File: src/rtl/fxu_pkg.sv
package fxu_pkg;

  typedef enum logic [2:0] {
    OP_ADD   = 3'd0,
    OP_SUBF  = 3'd1,
    OP_NEG   = 3'd2,
    OP_ADDIC = 3'd3,
    OP_MULW  = 3'd4,
    OP_OR    = 3'd5,
    OP_EXTSW = 3'd6,
    OP_ROTM  = 3'd7
  } op_e;

  typedef enum logic [2:0] {
    RS_ADD = 3'd0,
    RS_MUL = 3'd1,
    RS_OR  = 3'd2,
    RS_EXT = 3'd3,
    RS_ROT = 3'd4
  } res_sel_e;

  // Strobes from control to datapath
  typedef struct packed {
    logic     invA;    // invert operand A into the adder
    logic     zeroB;   // force adder's second input to zero
    logic     useImm;  // second adder input is the sign-extended immediate
    logic     cin;     // adder carry-in
    res_sel_e resSel;  // result source
    logic     ovEn;    // operation defines a signed overflow for OE
    logic     caEn;    // operation writes the carry bit
    logic     ccOv;    // summary bit of the condition field is the overflow
  } strobe_t;

endpackage

File: src/rtl/fxu_datapath.sv
module fxu_datapath
  import fxu_pkg::*;
#(
  parameter int DataW = 64,
  parameter int ImmW  = 16
) (
  input  logic                       clk,
  input  logic                       rstN,
  input  strobe_t                    strb,
  input  logic [DataW-1:0]           opA,
  input  logic [DataW-1:0]           opB,
  input  logic [ImmW-1:0]            imm,
  input  logic [$clog2(DataW)-1:0]   rotAmt,
  input  logic [$clog2(DataW)-1:0]   maskEnd,
  output logic [DataW-1:0]           result,
  output logic                       carryOut,
  output logic                       ovFlag
);

  localparam int HalfW = DataW / 2;
  localparam int ShW   = $clog2(DataW);

  // adder path
  logic [DataW-1:0] addX, addY, immExt;
  logic [DataW:0]   addSum;
  logic             addCarryMsbIn, addOv;

  assign immExt = {{(DataW-ImmW){imm[ImmW-1]}}, imm};

  always_comb begin
    addX = strb.invA ? ~opA : opA;
    if (strb.zeroB)       addY = '0;
    else if (strb.useImm) addY = immExt;
    else                  addY = opB;
    addSum = {1'b0, addX} + {1'b0, addY} + {{DataW{1'b0}}, strb.cin};
    addCarryMsbIn = addX[DataW-1] ^ addY[DataW-1] ^ addSum[DataW-1];
    addOv = addCarryMsbIn ^ addSum[DataW];
  end

  // multiply path: signed low words into a full-width product
  logic [DataW-1:0] mulA, mulB, mulProd;
  logic [HalfW:0]   mulTop;
  logic             mulOv;

  always_comb begin
    mulA    = {{HalfW{opA[HalfW-1]}}, opA[HalfW-1:0]};
    mulB    = {{HalfW{opB[HalfW-1]}}, opB[HalfW-1:0]};
    mulProd = mulA * mulB;
    mulTop  = mulProd[DataW-1:HalfW-1];
    mulOv   = !((&mulTop) || !(|mulTop));
  end

  // rotate-then-mask path
  logic [ShW:0]     backAmt, keepCnt;
  logic [DataW-1:0] rotVal, rotMask;

  always_comb begin
    backAmt = (ShW+1)'(DataW) - {1'b0, rotAmt};
    rotVal  = (opA << rotAmt) | (opA >> backAmt);
    keepCnt = {1'b0, maskEnd} + (ShW+1)'(1);
    rotMask = ~({DataW{1'b1}} >> keepCnt);
  end

  // result select
  always_comb begin
    unique case (strb.resSel)
      RS_MUL:  result = mulProd;
      RS_OR:   result = opA | opB;
      RS_EXT:  result = {{HalfW{opA[HalfW-1]}}, opA[HalfW-1:0]};
      RS_ROT:  result = rotVal & rotMask;
      default: result = addSum[DataW-1:0];
    endcase
    carryOut = strb.caEn & addSum[DataW];
    if (!(strb.ovEn || strb.ccOv)) ovFlag = 1'b0;
    else if (strb.resSel == RS_MUL) ovFlag = mulOv;
    else                            ovFlag = addOv;
  end


  extsw_fill_chk: assert property (@(posedge clk) disable iff (!rstN)
    (strb.resSel == RS_EXT) |-> (result[DataW-1:HalfW] == {HalfW{result[HalfW-1]}}));


  mul_no_ov_chk: assert property (@(posedge clk) disable iff (!rstN)
    (strb.resSel == RS_MUL && strb.ovEn && !ovFlag) |->
      ($countones(result[DataW-1:HalfW-1]) == 0 ||
       $countones(result[DataW-1:HalfW-1]) == HalfW + 1));

endmodule

File: src/rtl/fxu_ctrl.sv
module fxu_ctrl
  import fxu_pkg::*;
#(
  parameter int DataW = 64
) (
  input  logic             clk,
  input  logic             rstN,
  input  logic             valid,
  input  op_e              op,
  input  logic             oe,
  input  logic             rc,
  input  logic             mode64,
  input  logic [DataW-1:0] result,
  input  logic             carryOut,
  input  logic             ovFlag,
  output strobe_t          strb,
  output logic [3:0]       crField,
  output logic             ovOut,
  output logic             soOut,
  output logic             caOut
);

  localparam int HalfW = DataW / 2;

  // decode operation into datapath strobes
  always_comb begin
    strb = '{invA: 1'b0, zeroB: 1'b0, useImm: 1'b0, cin: 1'b0,
             resSel: RS_ADD, ovEn: 1'b0, caEn: 1'b0, ccOv: 1'b0};
    unique case (op)
      OP_ADD:   strb.ovEn = 1'b1;
      OP_SUBF:  begin strb.invA = 1'b1; strb.cin = 1'b1; strb.ovEn = 1'b1; end
      OP_NEG:   begin strb.invA = 1'b1; strb.zeroB = 1'b1; strb.cin = 1'b1; strb.ovEn = 1'b1; end
      OP_ADDIC: begin strb.useImm = 1'b1; strb.caEn = 1'b1; strb.ccOv = 1'b1; end
      OP_MULW:  begin strb.resSel = RS_MUL; strb.ovEn = 1'b1; end
      OP_OR:    strb.resSel = RS_OR;
      OP_EXTSW: strb.resSel = RS_EXT;
      default:  strb.resSel = RS_ROT;
    endcase
  end

  // exception register
  logic ovQ, soQ, caQ;
  logic ovWrite;

  assign ovWrite = oe & strb.ovEn;

  always_comb begin
    ovOut = ovWrite ? ovFlag : ovQ;
    soOut = ovWrite ? (soQ | ovFlag) : soQ;
    caOut = strb.caEn ? carryOut : caQ;
  end

  always_ff @(posedge clk or negedge rstN) begin
    if (!rstN) begin
      ovQ <= 1'b0;
      soQ <= 1'b0;
      caQ <= 1'b0;
    end else if (valid) begin
      ovQ <= ovOut;
      soQ <= soOut;
      caQ <= caOut;
    end
  end

  // condition field
  logic       isNeg, isZero, sumBit;
  logic [2:0] signCode;

  always_comb begin
    if (mode64) begin
      isNeg  = result[DataW-1];
      isZero = (result == '0);
    end else begin
      isNeg  = result[HalfW-1];
      isZero = (result[HalfW-1:0] == '0);
    end
    if (isNeg)       signCode = 3'b100;
    else if (isZero) signCode = 3'b001;
    else             signCode = 3'b010;
    sumBit  = strb.ccOv ? ovFlag : soOut;
    crField = rc ? {signCode, sumBit} : 4'b0000;
  end


  cr_code_chk: assert property (@(posedge clk) disable iff (!rstN)
    rc |-> $onehot(crField[3:1]));


  so_sticky_chk: assert property (@(posedge clk) disable iff (!rstN)
    soQ |=> soQ);


  hold_when_idle_chk: assert property (@(posedge clk) disable iff (!rstN)
    !valid |=> $stable({ovQ, soQ, caQ}));


  carry_keep_chk: assert property (@(posedge clk) disable iff (!rstN)
    (op != OP_ADDIC) |-> (caOut == caQ));

endmodule

File: src/rtl/fxu_alu.sv
module fxu_alu
  import fxu_pkg::*;
#(
  parameter int DataW = 64,
  parameter int ImmW  = 16,
  localparam int ShW  = $clog2(DataW)
) (
  input  logic             clk,
  input  logic             rstN,
  input  logic             valid,
  input  logic [2:0]       opSel,
  input  logic [DataW-1:0] opA,
  input  logic [DataW-1:0] opB,
  input  logic [ImmW-1:0]  imm,
  input  logic             oe,
  input  logic             rc,
  input  logic             mode64,
  input  logic [ShW-1:0]   rotAmt,
  input  logic [ShW-1:0]   maskEnd,
  output logic [DataW-1:0] result,
  output logic [3:0]       crField,
  output logic             ovOut,
  output logic             soOut,
  output logic             caOut
);

  strobe_t strb;
  logic    carryOut, ovFlag;

  fxu_ctrl #(.DataW(DataW)) u_ctrl (
    .clk(clk), .rstN(rstN), .valid(valid), .op(op_e'(opSel)),
    .oe(oe), .rc(rc), .mode64(mode64), .result(result),
    .carryOut(carryOut), .ovFlag(ovFlag), .strb(strb),
    .crField(crField), .ovOut(ovOut), .soOut(soOut), .caOut(caOut)
  );

  fxu_datapath #(.DataW(DataW), .ImmW(ImmW)) u_dp (
    .clk(clk), .rstN(rstN), .strb(strb), .opA(opA), .opB(opB),
    .imm(imm), .rotAmt(rotAmt), .maskEnd(maskEnd),
    .result(result), .carryOut(carryOut), .ovFlag(ovFlag)
  );

endmodule

File: config.mk
export PLATFORM = sky130hd
export DESIGN_NAME = fxu_alu
export DESIGN_NICKNAME = d
export VERILOG_FILES = /design/src/rtl/fxu_pkg.sv /design/src/rtl/fxu_datapath.sv /design/src/rtl/fxu_ctrl.sv /design/src/rtl/fxu_alu.sv
export SDC_FILE = /design/constraint.sdc
export NUM_CORES = 2
export LEC_CHECK = 0
export BUFFER_PORTS_ARGS = -buffer_cell sky130_fd_sc_hd__buf_4
export CAP_MARGIN = 20
export CORE_MARGIN = 2
export CORE_UTILIZATION = 55
export CTS_CLUSTER_SIZE = 25
export DETAILED_ROUTE_END_ITERATION = 10
export PLACE_DENSITY_LB_ADDON = 0.3
export SLEW_MARGIN = 30
export SYNTH_ARGS = -nofsm -noshare
export SYNTH_HDL_FRONTEND = slang
export SYNTH_HIERARCHICAL = 1
export SYNTH_SLANG_ARGS = --single-unit
File: constraint.sdc
create_clock -name clk -period 21.9 [get_ports clk]
set_clock_uncertainty 0.05 [all_clocks]
set_input_delay 1.095 -clock clk [delete_from_list [all_inputs] [get_ports clk]]
set_output_delay 1.095 -clock clk [all_outputs]
set_load 0.05 [all_outputs]
## Word level (Yosys, flattened, before mapping)

Index checks and enable logic that the tools add are counted.

- Register bits: 3
- Bits of input ports: 165
- Output and inout port bits: 71
- Logic and storage cells: 65

- $add $sub $neg: 4
- Multiply operators: 1
- Equality and inequality tests: 10
- Shift operators: 3
- Muxes and demuxes: 21
- Bitwise logic cells: 11
- Reduce and logical (&&, ||, !) cells: 12

Operators with widths:

| operator | count |
|---|---|
| $pmux 64 s4 | 1 |
| $mux 64 | 3 |
| $not 64->64 | 2 |
| $or 64x64->64 | 2 |
| $add 64x64->65 | 1 |
| $add 65x1->65 | 1 |
| $and 64x64->64 | 1 |
| $logic_not 64->1 | 1 |
| $mul 32x32->64 | 1 |
| $shl 64x6->64 | 1 |
| $shr 64x7->64 | 1 |
| $shr 64x7->64 const A | 1 |
| $reduce_and 33->1 | 1 |
| $reduce_or 33->1 | 1 |
| $logic_not 32->1 | 1 |
| $eq 3x2->1 const B | 4 |
| $eq 3x3->1 const B | 4 |
| $mux 1 | 12 |
| $pmux 3 s4 | 1 |
| $reduce_or 4->1 | 2 |
| $add 6x1->7 const B | 1 |
| $sub 7x6->7 const A | 1 |
| $eq 3x1->1 const B | 2 |
| $mux 2 | 2 |
| other kinds (9) | 14 |

## Depth between registers and ports, before layout

- Depth after elaboration: 14
- Gate-level depth with buffers: 35
- Gate-level depth less buffers: 32

## By module

The synthesis kept the hierarchy.

By module, submodules not included:

| module | instances | cells an instance | area each (µm²) | sequential area each (µm²) |
|---|---|---|---|---|
| fxu_datapath | 1 | 6,269 | 51,738.4 | 0.0 |
| fxu_ctrl | 1 | 55 | 450.4 | 75.1 |

## Worst setup path before layout

No wires, ideal clock.

- Kind: input-to-output
- From: in opA[31]
- To: out crField[2]
- Arrival: 10.856 ns
- Required time: 20.755 ns
- Setup slack: 9.899 ns
- Stages: 32
- Buffers on the path: 4
- Path through: clkbuf_1 > clkbuf_1 > nand2_1 > inv_1 > fa_1 > fa_1 > fa_1 > inv_1 > fa_1 > inv_1 > fa_1 > fa_1 > fa_1 > fa_1 > ha_1 > clkbuf_1 > and3_1 > clkbuf_1 > nand2_1 > a21o_1 > and2_1 > a21o_1 > o21ai_1 > a211o_1 > a21oi_1 > nor2_1 > a221oi_1 > a21oi_1 > nor4_1 > nand4_1 > o21ai_0 > a21oi_1

- Longest elaborated chain between the ends: 10
- Elaborated cells on any way between the ends: 18
- Those cells by class: add/sub: 2; mul: 1; shift: 2; mux: 7; bitwise: 4; reduce/logical: 2

RTL lines:

| item | RTL line | text |
|---|---|---|
| start: declaration | fxu_alu.sv:12 | `input logic [DataW-1:0] opA,` |
| $not 64->64 | fxu_datapath.sv:31 | `addX = strb.invA ? ~opA : opA;` |
| $mux 64 | fxu_datapath.sv:31 |  |
| $add 64x64->65 | fxu_datapath.sv:35 | `addSum = {1'b0, addX} + {1'b0, addY} + {{DataW{1'b0}}, strb.cin};` |
| $add 65x1->65 | fxu_datapath.sv:35 |  |
| $pmux 64 s4 * | fxu_datapath.sv:66 | `unique case (strb.resSel)` |
| via result[63] | fxu_alu.sv:20 | `output logic [DataW-1:0] result,` |
| $logic_not 64->1 | fxu_ctrl.sv:72 | `isZero = (result == '0);` |
| $mux 1 | fxu_ctrl.sv:70 | `if (mode64) begin` |
| $mux 2 | fxu_ctrl.sv:78 | `else if (isZero) signCode = 3'b001;` |
| $mux 3 * | fxu_ctrl.sv:77 | `if (isNeg) signCode = 3'b100;` |
| $mux 4 * | fxu_ctrl.sv:81 | `crField = rc ? {signCode, sumBit} : 4'b0000;` |
| end: declaration | fxu_alu.sv:21 | `output logic [3:0] crField,` |

Mark *: on every way through the listed nets, which the timed path passes. The rest lies on a longest branch.

## Worst setup path in the final report

- From: in opB[2]
- To: out crField[1]

- Longest elaborated chain between the ends: 10
- Elaborated cells on any way between the ends: 14
- Those cells by class: add/sub: 2; mul: 1; mux: 8; bitwise: 1; reduce/logical: 2

RTL lines:

| item | RTL line | text |
|---|---|---|
| start: declaration | fxu_alu.sv:13 | `input logic [DataW-1:0] opB,` |
| $mux 64 | fxu_datapath.sv:33 | `else if (strb.useImm) addY = immExt;` |
| $mux 64 | fxu_datapath.sv:32 | `if (strb.zeroB) addY = '0;` |
| $add 64x64->65 | fxu_datapath.sv:35 |  |
| $add 65x1->65 | fxu_datapath.sv:35 |  |
| $pmux 64 s4 * | fxu_datapath.sv:66 |  |
| $logic_not 64->1 / $logic_not 32->1 (equally long branches) | fxu_ctrl.sv:72, fxu_ctrl.sv:75 |  |
| $mux 1 | fxu_ctrl.sv:70 |  |
| $mux 2 | fxu_ctrl.sv:78 |  |
| $mux 3 * | fxu_ctrl.sv:77 |  |
| $mux 4 * | fxu_ctrl.sv:81 |  |

Every way passes the cells marked *; elsewhere a longest branch is shown, timed or not.

==> impl_summary.log <==
[metrics] run status: complete, no violations
[metrics] crit-path most repeated cell: fa_1
[metrics] transition time of the tightest slew-check pin: 1.14 ns
[metrics] final layout net count: 7631
[metrics] FF+latch area: 75.1 sq um
[metrics] antenna violations before repair: 12
[metrics] crit path max-delay cell type: fa_1
[metrics] Avg Inst Size Synth: 8.25 sq um
[metrics] kind of start point of the critical path: input port
[metrics] maximum clock rate: 79.8 MHz
[metrics] starting utilization of the core area: 0.557
[metrics] Most used DFF post-synth: dfrtp_1
[metrics] number of setup buffers added after CTS: 0
[metrics] synthesis warning total: 6
[metrics] Chip Width: 312 um
[metrics] nature of the critical path endpoint: output port
[metrics] number of flip-flops and latches in the synthesized netlist: 3
[metrics] # Max-Cap Violations: 0
[metrics] Tot GR Track Use: 0.411
[metrics] leading cell type in the layout, fill and taps excluded: fa_1
[metrics] data arrival at the endpoint of the critical path: 11.39 ns
[metrics] sequential area share after synthesis: 0.00144
[metrics] Total Routed Length: 202 mm
[metrics] Initial DRC Count: 6174
[metrics] number of hold-repair buffers added at the cts stage: 0
[metrics] post-cts gate resize count: 0
[metrics] row count: 112
[metrics] detailed placement HPWL: 154 mm
[metrics] Num Clock Sinks: 3
[metrics] most frequent cells in the layout: fa_1 (1084), inv_1 (959), nand2_1 (917)
[metrics] Synth Cell Area: 52200 sq um
[metrics] global-route congestion overflow total: 0
[metrics] number of enable-type register cells in the synthesized netlist: 0
[metrics] synthesis-to-layout area growth: 3.94%
[metrics] top-level I/O count: 236
[metrics] area taken by multi-input logic gates: 46800 sq um
[metrics] Largest stage delay, worst path: 0.93 ns
[metrics] final-report hold violation count: 0
[metrics] post-detailed-route via-to-cell ratio: 6.43
[metrics] total negative slack: 0 ns
[metrics] global placer's final weighted congestion: 1.06
[metrics] share of the clock period used by the worst path: 0.572
[metrics] number of library cell types mapped by synthesis: 105
[metrics] total count of max-transition violations in the final report: 0
[metrics] most area-consuming cells after synthesis: fa_1 (42%), inv_1 (6.9%), nand2_1 (6.6%), and2_1 (6.3%), ha_1 (5.9%)
[metrics] total nets after synthesis: 7821
[metrics] startpoint-to-endpoint class of the critical path: input port to output port
[metrics] via count of the first global-routing pass: 49003
[metrics] largest buffer count on any clock path: 2
[metrics] detailed-routing iteration count for the pre-antenna-repair pass: 7
[metrics] critical path data required time: 20.76 ns
[metrics] CTS H-Tree Depth: 1
[metrics] CTS tree: built
[metrics] critical path fanouts, max: 34
[metrics] clock latency of the later-clocked register in the worst-skew pair: 0.22 ns
[metrics] total vias in the final route: 47522
[metrics] relative slew slack: 0.230
[metrics] Min-Delay Path Class: flip-flop to flip-flop
[metrics] cell chosen for the clock root: clkbuf_16
[metrics] Post-Synthesis Cells: 6324
[metrics] final setup violation count: 0
[metrics] fillers: 8510
[metrics] Yosys top cell by area: fa_1
[metrics] Final Critical Period: 12.53 ns
[metrics] Die Area: 97400 sq um
[metrics] cts bufs inserted: 3
[metrics] count of buffers inserted at the top-level ports: 235
[metrics] routed length per placed instance: 27.3 um
[metrics] Die Span Y: 312 um
[metrics] Synth top area share: 0.416
[metrics] Worst-path clk slew: 0.03 ns
[metrics] maximum number of pins on one net before global-route repair: 65
[metrics] unrepaired setup endpoints after global routing: no
[metrics] async set-reset flop share out of synthesis: 1.00
[metrics] share of layout cells above drive strength 1: 0.0758
[metrics] total DRC errors in the routed layout: 0
[metrics] core region area: 93700 sq um
[metrics] wire length of the first global-routing pass: 304 mm
[metrics] count of nets left with antenna violations after detail routing: 0
[final cells by class]
type	count	share of cell area
antenna	9	0.000415
clock buffer	4	0.00145
inverter	962	0.0666
multi-input combinational	4889	0.863
sequential	3	0.00138
tap	1254	0.0289
timing repair buffer	275	0.0382
[registers in the layout, summed over array words and instances (netlist names)]
signal / count
u_ctrl/caQ: 1
u_ctrl/ovQ: 1
u_ctrl/soQ: 1
[worst max-delay path: cells and delay by family]
kind / cells / cell delay [ns]
AOI/OAI and AO/OA: 10 / 2.70
adders and majority gates: 9 / 5.19
buffers and inverters: 7 / 1.50
and+or+nand+nor: 5 / 0.83
[logic make-up (layout without fill, tap and decap cells)]
group / after synthesis / after routing / share of synthesized area
and+or+nand+nor: 2068 / 2068 / 0.190
adders and majority gates: 1332 / 1332 / 0.475
muxes: 235 / 235 / 0.0686
buffers and inverters: 1432 / 1241 / 0.104
AOI/OAI and AO/OA: 1066 / 1066 / 0.130
DFF: 3 / 3 / 0.00144
other: 0 / 9 / 0
xor gates and xnor gates: 188 / 188 / 0.0317
[cell usage after synthesis (24+ instances only)]
| master | count |
|---|---|
| inv_1 | 959 |
| a21o_1 | 75 |
| o211ai_1 | 45 |
| mux2i_1 | 112 |
| a21oi_1 | 330 |
| mux2_2 | 27 |
| fa_1 | 1084 |
| buf_1 | 63 |
| and2_1 | 525 |
| nand3_1 | 55 |
| xnor2_1 | 73 |
| nand2b_1 | 72 |
| and3_1 | 24 |
| xor2_1 | 114 |
| ha_1 | 248 |
| nand2_1 | 917 |
| a221oi_1 | 25 |
| o22ai_1 | 44 |
| o221ai_1 | 30 |
| mux4_2 | 95 |
| a211oi_1 | 50 |
| nor2_1 | 301 |
| nor2b_1 | 28 |
| nand4_1 | 37 |
| a31oi_1 | 34 |
| nor3_1 | 39 |
| o21ai_0 | 237 |
| clkbuf_1 | 383 |
[final timing paths]
check / startpoint / to / cells after the start / slack, ns
max: opB[2] / crField[1] / 31 / 9.37
min: u_ctrl/caQ$_DFFE_PN0P_ / u_ctrl/caQ$_DFFE_PN0P_ / 1 / 0.46
max reg2reg: u_ctrl/caQ$_DFFE_PN0P_ / u_ctrl/caQ$_DFFE_PN0P_ / 2 / 20.83
min reg2reg: u_ctrl/caQ$_DFFE_PN0P_ / u_ctrl/caQ$_DFFE_PN0P_ / 1 / 0.46
max in group asynchronous: rstN / u_ctrl/soQ$_DFFE_PN0P_ / 1 / 21.10
min in group asynchronous: rstN / u_ctrl/caQ$_DFFE_PN0P_ / 1 / 0.61
[per-stage QoR]
step	setup slack [ns]	std cells	instance area, sq um	hold WS, ns	util
after CTS	9.40	7387	54200	0.452	0.578
after global placement	9.62	7383	54100	0.437	0.578
final	9.37	7396	54200	0.462	0.579
after detailed placement	9.44	7383	54100	0.446	0.578
after floorplan	9.90	6324	52200	0.416	-
after global routing	8.71	7392	54200	0.469	0.579
[metal layers]
metal	part of all wire	global-route usage
met3	0.11	0.0831
met2	0.45	0.642
met1	0.39	0.560
met5	0.00013	0
met4	0.051	0.173
Power is not shown: default switching activity piles up to over one toggle a cycle in this logic, so the estimate is an artifact.
